File: src/rtl/fb_scanout.sv
module fb_scanout #(
  parameter int BYTES  = 52,
  parameter int ROWS   = 200,
  parameter int REPEAT = 3,
  localparam int AW = $clog2(BYTES * ROWS),
  localparam int BW = $clog2(BYTES),
  localparam int RW = $clog2(ROWS),
  localparam int PW = $clog2(REPEAT + 1)
) (
  input  logic          clk,
  input  logic          rst_n,
  input  logic          line_start,
  input  logic          frame_valid,
  input  logic [7:0]    mem_rdata,
  output logic [AW-1:0] mem_addr,
  output logic          video
);

  localparam logic [1:0] S_IDLE  = 2'd0;
  localparam logic [1:0] S_FETCH = 2'd1;
  localparam logic [1:0] S_LOAD  = 2'd2;
  localparam logic [1:0] S_SHIFT = 2'd3;

  logic [1:0]    state;
  logic          armed;
  logic [7:0]    sh;
  logic [2:0]    bitc;
  logic          ph;
  logic [BW-1:0] byte_idx;
  logic [RW-1:0] row;
  logic [PW-1:0] rep;
  logic [AW-1:0] base;

  wire last_byte = (byte_idx == BW'(BYTES - 1));
  wire ahead     = (state == S_LOAD) || (state == S_SHIFT);

  assign mem_addr = base + AW'(byte_idx) + AW'(ahead && !last_byte);
  assign video    = (state == S_SHIFT) & sh[7];

  always_ff @(posedge clk) begin
    if (!rst_n) begin
      state    <= S_IDLE;
      armed    <= 1'b0;
      sh       <= '0;
      bitc     <= '0;
      ph       <= 1'b0;
      byte_idx <= '0;
      row      <= '0;
      rep      <= '0;
      base     <= '0;
    end else begin
      if (frame_valid) armed <= 1'b1;
      case (state)
        S_IDLE: begin
          byte_idx <= '0;
          if (line_start && armed) state <= S_FETCH;
        end
        S_FETCH: state <= S_LOAD;
        S_LOAD: begin
          sh    <= mem_rdata;
          bitc  <= '0;
          ph    <= 1'b0;
          state <= S_SHIFT;
        end
        default: begin
          ph <= ~ph;
          if (ph) begin
            if (bitc == 3'd7) begin
              bitc <= '0;
              if (last_byte) begin
                state    <= S_IDLE;
                byte_idx <= '0;
                if (rep == PW'(REPEAT - 1)) begin
                  rep <= '0;
                  if (row == RW'(ROWS - 1)) begin
                    row  <= '0;
                    base <= '0;
                    if (!frame_valid) armed <= 1'b0;
                  end else begin
                    row  <= row + 1'b1;
                    base <= base + AW'(BYTES);
                  end
                end else begin
                  rep <= rep + 1'b1;
                end
              end else begin
                byte_idx <= byte_idx + 1'b1;
                sh       <= mem_rdata;
              end
            end else begin
              bitc <= bitc + 1'b1;
              sh   <= {sh[6:0], 1'b0};
            end
          end
        end
      endcase
    end
  end

endmodule


File: config.mk
export PLATFORM = sky130hd
export DESIGN_NAME = fb_scanout
export DESIGN_NICKNAME = d
export VERILOG_FILES = /design/src/rtl/fb_scanout.sv
export SDC_FILE = /design/constraint.sdc
export NUM_CORES = 1
export LEC_CHECK = 0
export ABC_AREA = 1
export BUFFER_PORTS_ARGS = -buffer_cell sky130_fd_sc_hd__buf_2
export CORE_MARGIN = 5
export CORE_UTILIZATION = 61
export CTS_BUF_LIST = sky130_fd_sc_hd__clkbuf_4
export DETAILED_ROUTE_END_ITERATION = 16
export PLACE_DENSITY = 0.82
export SLEW_MARGIN = 20
export SYNTH_ARGS = -nofsm -noshare
export SYNTH_HDL_FRONTEND = slang
export SYNTH_SLANG_ARGS = --single-unit
File: constraint.sdc
create_clock -name clk -period 2.8 [get_ports clk]
set_input_delay 0.14 -clock clk [delete_from_list [all_inputs] [get_ports clk]]
set_output_delay 0.14 -clock clk [all_outputs]
set_load 0.005 [all_outputs]
[After elaboration in Yosys (flattened, before gate mapping)]
Index checks and enable logic that the tools add are counted.
Storage, ports and cells
  bits in registers: 45
  latch bits: 0
  RAM bits: 0
  memory bits (read-only): 0
  input bits: 12
  output and inout port bits: 15
  word-level logic and storage cells: 78
  memories kept: 0
Cells by class
  $add $sub $neg: 7
  multipliers: 0
  divide/modulo/power cells: 0
  $lt $le $gt $ge: 0
  eq/ne operators: 9
  shift-type cells: 0
  muxes and demuxes: 28
  bitwise gates (word level): 5
  reductions and logical operators: 20
Operators with widths (count)
  2-to-1 mux 8 bit: 4
  2-to-1 mux 6 bit: 3
  one-hot mux 8 bit (2 select lines): 1
  adder 14 x 1 -> 14 bit: 1
  adder 14 x 6 -> 14 bit: 1
  adder 14 x 6 -> 14 bit, second input constant: 1
  2-to-1 mux 14 bit: 1
  one-hot mux 6 bit (2 select lines): 1
  nonzero test 4 bit: 3
  2-to-1 mux 2 bit: 5
  adder 8 x 1 -> 8 bit, second input constant: 1
  equality test 8 bit, second input constant: 1
  2-to-1 mux 1 bit: 8
  AND reduction 4 bit: 2
  adder 6 x 1 -> 6 bit, second input constant: 1
  equality test 2 bit, second input constant: 3
  equality test 6 bit, second input constant: 1
  2-to-1 mux 3 bit: 2
  one-hot mux 2 bit (3 select lines): 1
  one-hot mux 3 bit (2 select lines): 1
  AND reduction 3 bit: 2
  nonzero test 2 bit: 3
  AND reduction 5 bit: 1
  NOT 1 bit: 4
  other kinds (15): 17

[Longest topological paths before layout]
  depth in word-level cells: 8
  gate-level depth with buffers: 13
  gate-level depth less buffers: 13

[Least setup slack after synthesis]
Ideal clock, no wire load.
  kind: reg-to-output
  start: reg byte_idx[1]
  end: out mem_addr[10]
  data arrival time: 2.057 ns
  required time: 2.660 ns
  slack: 0.603 ns
  stages on the path, launching flop included: 12
  buffers on the path: 0
  cell sequence: dfxtp_1 -> ha_1 -> nand3_1 -> nor2_4 -> nor2_1 -> ha_1 -> ha_1 -> nand3_1 -> nand2_1 -> a21boi_0 -> nor2_1 -> xor2_1
Between the ends
  cells in the longest elaborated chain, start to end: 4
  elaborated cells on any way between the ends: 5
  those cells by class: add/sub (2); eq/ne (1); reduce/logical (2)
RTL lines
  start: declaration: line 29  | logic [BW-1:0] byte_idx;
  start signal: assignment: line 87  | byte_idx <= byte_idx + 1'b1;
  branches (longest 3 deep; another with adder 14 x 6 -> 14 bit)
  adder 14 x 1 -> 14 bit *: line 37  | assign mem_addr = base + AW'(byte_idx) + AW'(ahead && !last_byte);
  end: declaration: line 15  | output logic [AW-1:0] mem_addr,
Every way passes the cells marked *.

[Final worst setup path]
  start: reg byte_idx[0]
  end: out mem_addr[10]
Same word-level chain as after synthesis.

==> flow_summary_export.csv <==
group,metric,value,unit
route,firstDrtPassIters,4,
layout,final_cell_mix,"115 x nand2_1, 46 x inv_1, 41 x dfxtp_1",
synthesis,avgSynthCellArea,6.72,um2
floorplan,initial_core_util,0.623,
layout,final_common_cell,"nand2_1",
setup_path,endpoint_kind,"primary output",
cts,cts_tree,"built",
run_status,status,"completed",
sta,skew,0.0149,ns
cts,root_buffer,"clkbuf_4",
route,avgViaCountPerCell,5.24,
sta,rsz0062_at_grt,"no",
placed_design,hpwl,4060,um
sta,setup_viol,0,
job,cap_viol_max_count,0,
cts,h-tree-depth,2,
synthesis,ys_seq_area_frac,0.322,
route,routed_wl,5470,um
synthesis,synth.ff_latch_count,43,
synthesis,synth_area_leaders,"dfxtp_1 32%, nand2_1 16%, ha_1 7.5%",
grt,antenna_found_initial,0,
layout,n_antenna_cell,0,
setup_path,crit_type,"reg2out",
route,drt-initial-drc-count,133,
cts,cts.sinks,43,
grt,grt_pass1_vias,2252,
floorplan,die_w,76.2,um
sta,setup_tns,0,ns
route,via_count,2510,
grt,gr-usage-met3,0.0402,
grt,grt_max_degree,21,
power,leakagePower,1.37,nW
synthesis,yosysUniqueCellTypes,29,
power,total_power,0.00144,W
floorplan,core_area,4290,um2
sta,fmax,0.384,GHz
layout,fin_nets,454,
route,routedWlPerCell,11.4,um
synthesis,yosys.area.top_type,"dfxtp_1",
grt,grt_pass1_wl,9290,um
power,p_per_area,495,nW/um2
grt,grt_busiest_layer,"met2",
grt,grt_use_met1,0.209,
sta,hold_viol_final,0,
setup_path,cp_data_arrival_time,2.47,ns
layout,drive_above_1_share,0.126,
setup_path,cp_max_fo,5,
sta,period_minus_slack,2.61,ns
cts,cts_buffers,5,
route,remaining_drc_errors,0,
setup_path,cp.required,2.66,ns
floorplan,die_h,76.2,um
sta,slew_headroom,0.534,
worst_hold_path,hp-class,"in2reg",
cts,cts.clk_slew.worst_paths,0.12,ns
floorplan,rows,24,
sta,worstMarginPinSlew,0.698,ns
grt,grt_usage,0.188,
grt,grtUsageMet2,0.342,
sta,fin_crit_sh,0.931,
synthesis,synth_top_cell_area_share,0.322,
route,final_antenna_net_count,0,
synthesis,syn_area,2670,um2
power,vdd_drop_max,0.676,mV
layout,syn_to_final_growth,8.80,%
grt,grt_overflow_total,0,
cts,clk_latency,0.37,ns
placed_design,gp_congestion,0.839,
synthesis,syn-num-nets,426,
sta,drv_slew,0,
synthesis,postSynthCellCount,398,
placed_design,port-buffer-count,26,
synthesis,ys_warn_count,0,
floorplan,dieArea,5810,um2
floorplan,ios,27,
cts,ctsLongestPathBuffers,2,
setup_path,worst_setup_path_start_kind,"flop",
## final cells by class
class                           count  area [um2]
Clock buffer                        7        52.6
Clock inverter                      1        5.00
Fill cell                         409        1390
Inverter                           47         176
Multi-Input combinational cell    300        1590
Sequential cell                    43         868
Tap cell                           52        65.1
Timing Repair Buffer               29         155
## repair_timing
item / CTS / global route
endpoints found under the hold margin: 1 / 0
resized for setup: 0 / 5
endpoints found under the setup margin: 4 / 4
hold buffers: 1 / 0
pin swaps: 1 / 0
setup buffers: 1 / 0
## path summary, 6_finish.rpt
check                                              start                    to  slack, ns  depth (start not counted)
worst min-delay path                        mem_rdata[0]    sh[0]$_SDFFE_PN0P_       0.04                          3
worst max-delay path            byte_idx[0]$_SDFFE_PN0P_          mem_addr[10]       0.19                         13
worst max register to register      bitc[0]$_SDFFE_PN0P_  base[5]$_SDFFE_PN0P_       0.79                          9
worst min register to register          armed$_SDFF_PN0_      armed$_SDFF_PN0_       0.46                          2
## cell families after synthesis
logic type                 count (synthesis)  synth area share
DFF                                       43             0.322
and+or+nand+nor                          221             0.369
AOI/OAI and AO/OA                         50             0.107
adders and majority gates                 16            0.0749
buffers and inverters                     55            0.0847
xor gates and xnor gates                  13            0.0426
## cells in the mapped netlist
| library cell | count |
|---|---|
| inv_1 | 46 |
| dfxtp_1 | 43 |
| a21oi_4 | 1 |
| inv_2 | 1 |
| ha_1 | 16 |
| nand2_1 | 115 |
| buf_2 | 4 |
| and2_2 | 1 |
| nand4_2 | 1 |
| nand4_4 | 1 |
| nor3b_1 | 1 |
| and3_1 | 1 |
| nor3_1 | 11 |
| nor2_4 | 4 |
| a211oi_1 | 1 |
| nand3_1 | 34 |
| o21a_1 | 4 |
| a21oi_1 | 28 |
| nor2_1 | 40 |
| or2_2 | 2 |
| nand4_1 | 7 |
| o21ai_2 | 2 |
| a21boi_0 | 2 |
| xor2_1 | 13 |
| o21ai_0 | 12 |
| nand3_2 | 1 |
| nand2_2 | 2 |
| buf_6 | 2 |
| clkbuf_1 | 2 |
## where the power goes
part	leakage (nW)	total [W]	switching [W]	internal, W
Clock	0.0361	0.000316	0.000198	0.000117
Sequential	0.349	0.000689	0.0000384	0.000651
Combinational	0.982	0.000434	0.000282	0.000152
## critical path: stages (launching register included)
cell and delay, ns:
dfxtp_4 0.39, ha_1 0.19, nand3_1 0.14, nor2_4 0.16
nor2_1 0.05, ha_1 0.19, ha_1 0.21, nand3_1 0.10
nand2_1 0.08, a21boi_1 0.13, buf_4 0.15, nor2_1 0.05
xor2_1 0.13, buf_2 0.13
## sequential cells by signal (all words and copies together), names as in the netlist
| name | count |
|---|---|
| sh | 8 |
| bitc | 3 |
| rep | 2 |
| ph | 1 |
| armed | 1 |
| base | 12 |
| row | 8 |
| byte_idx | 6 |
| state | 2 |
## layer usage
layer / routed length (um) / up-vias
li1: - / 1341
met1: 2450 / 1112
met4: 80 / 0
met3: 271 / 7
met5: 0 / -
met2: 2670 / 50
## metrics by stage
step / instance area [um2] / worst slack, ns / hold slack (ns) / util / cells
floorplan: 2670 / 0.603 / 0.246 / - / 398
global placement: 2830 / 0.482 / 0.331 / 0.658 / 469
detailed placement: 2830 / 0.376 / 0.338 / 0.658 / 469
CTS: 2900 / 0.0791 / 0.0335 / 0.676 / 479
global route: 2910 / 0.00934 / 0.0249 / 0.677 / 479
finish: 2910 / 0.193 / 0.0434 / 0.677 / 479
(Power assumes the default switching activity.)
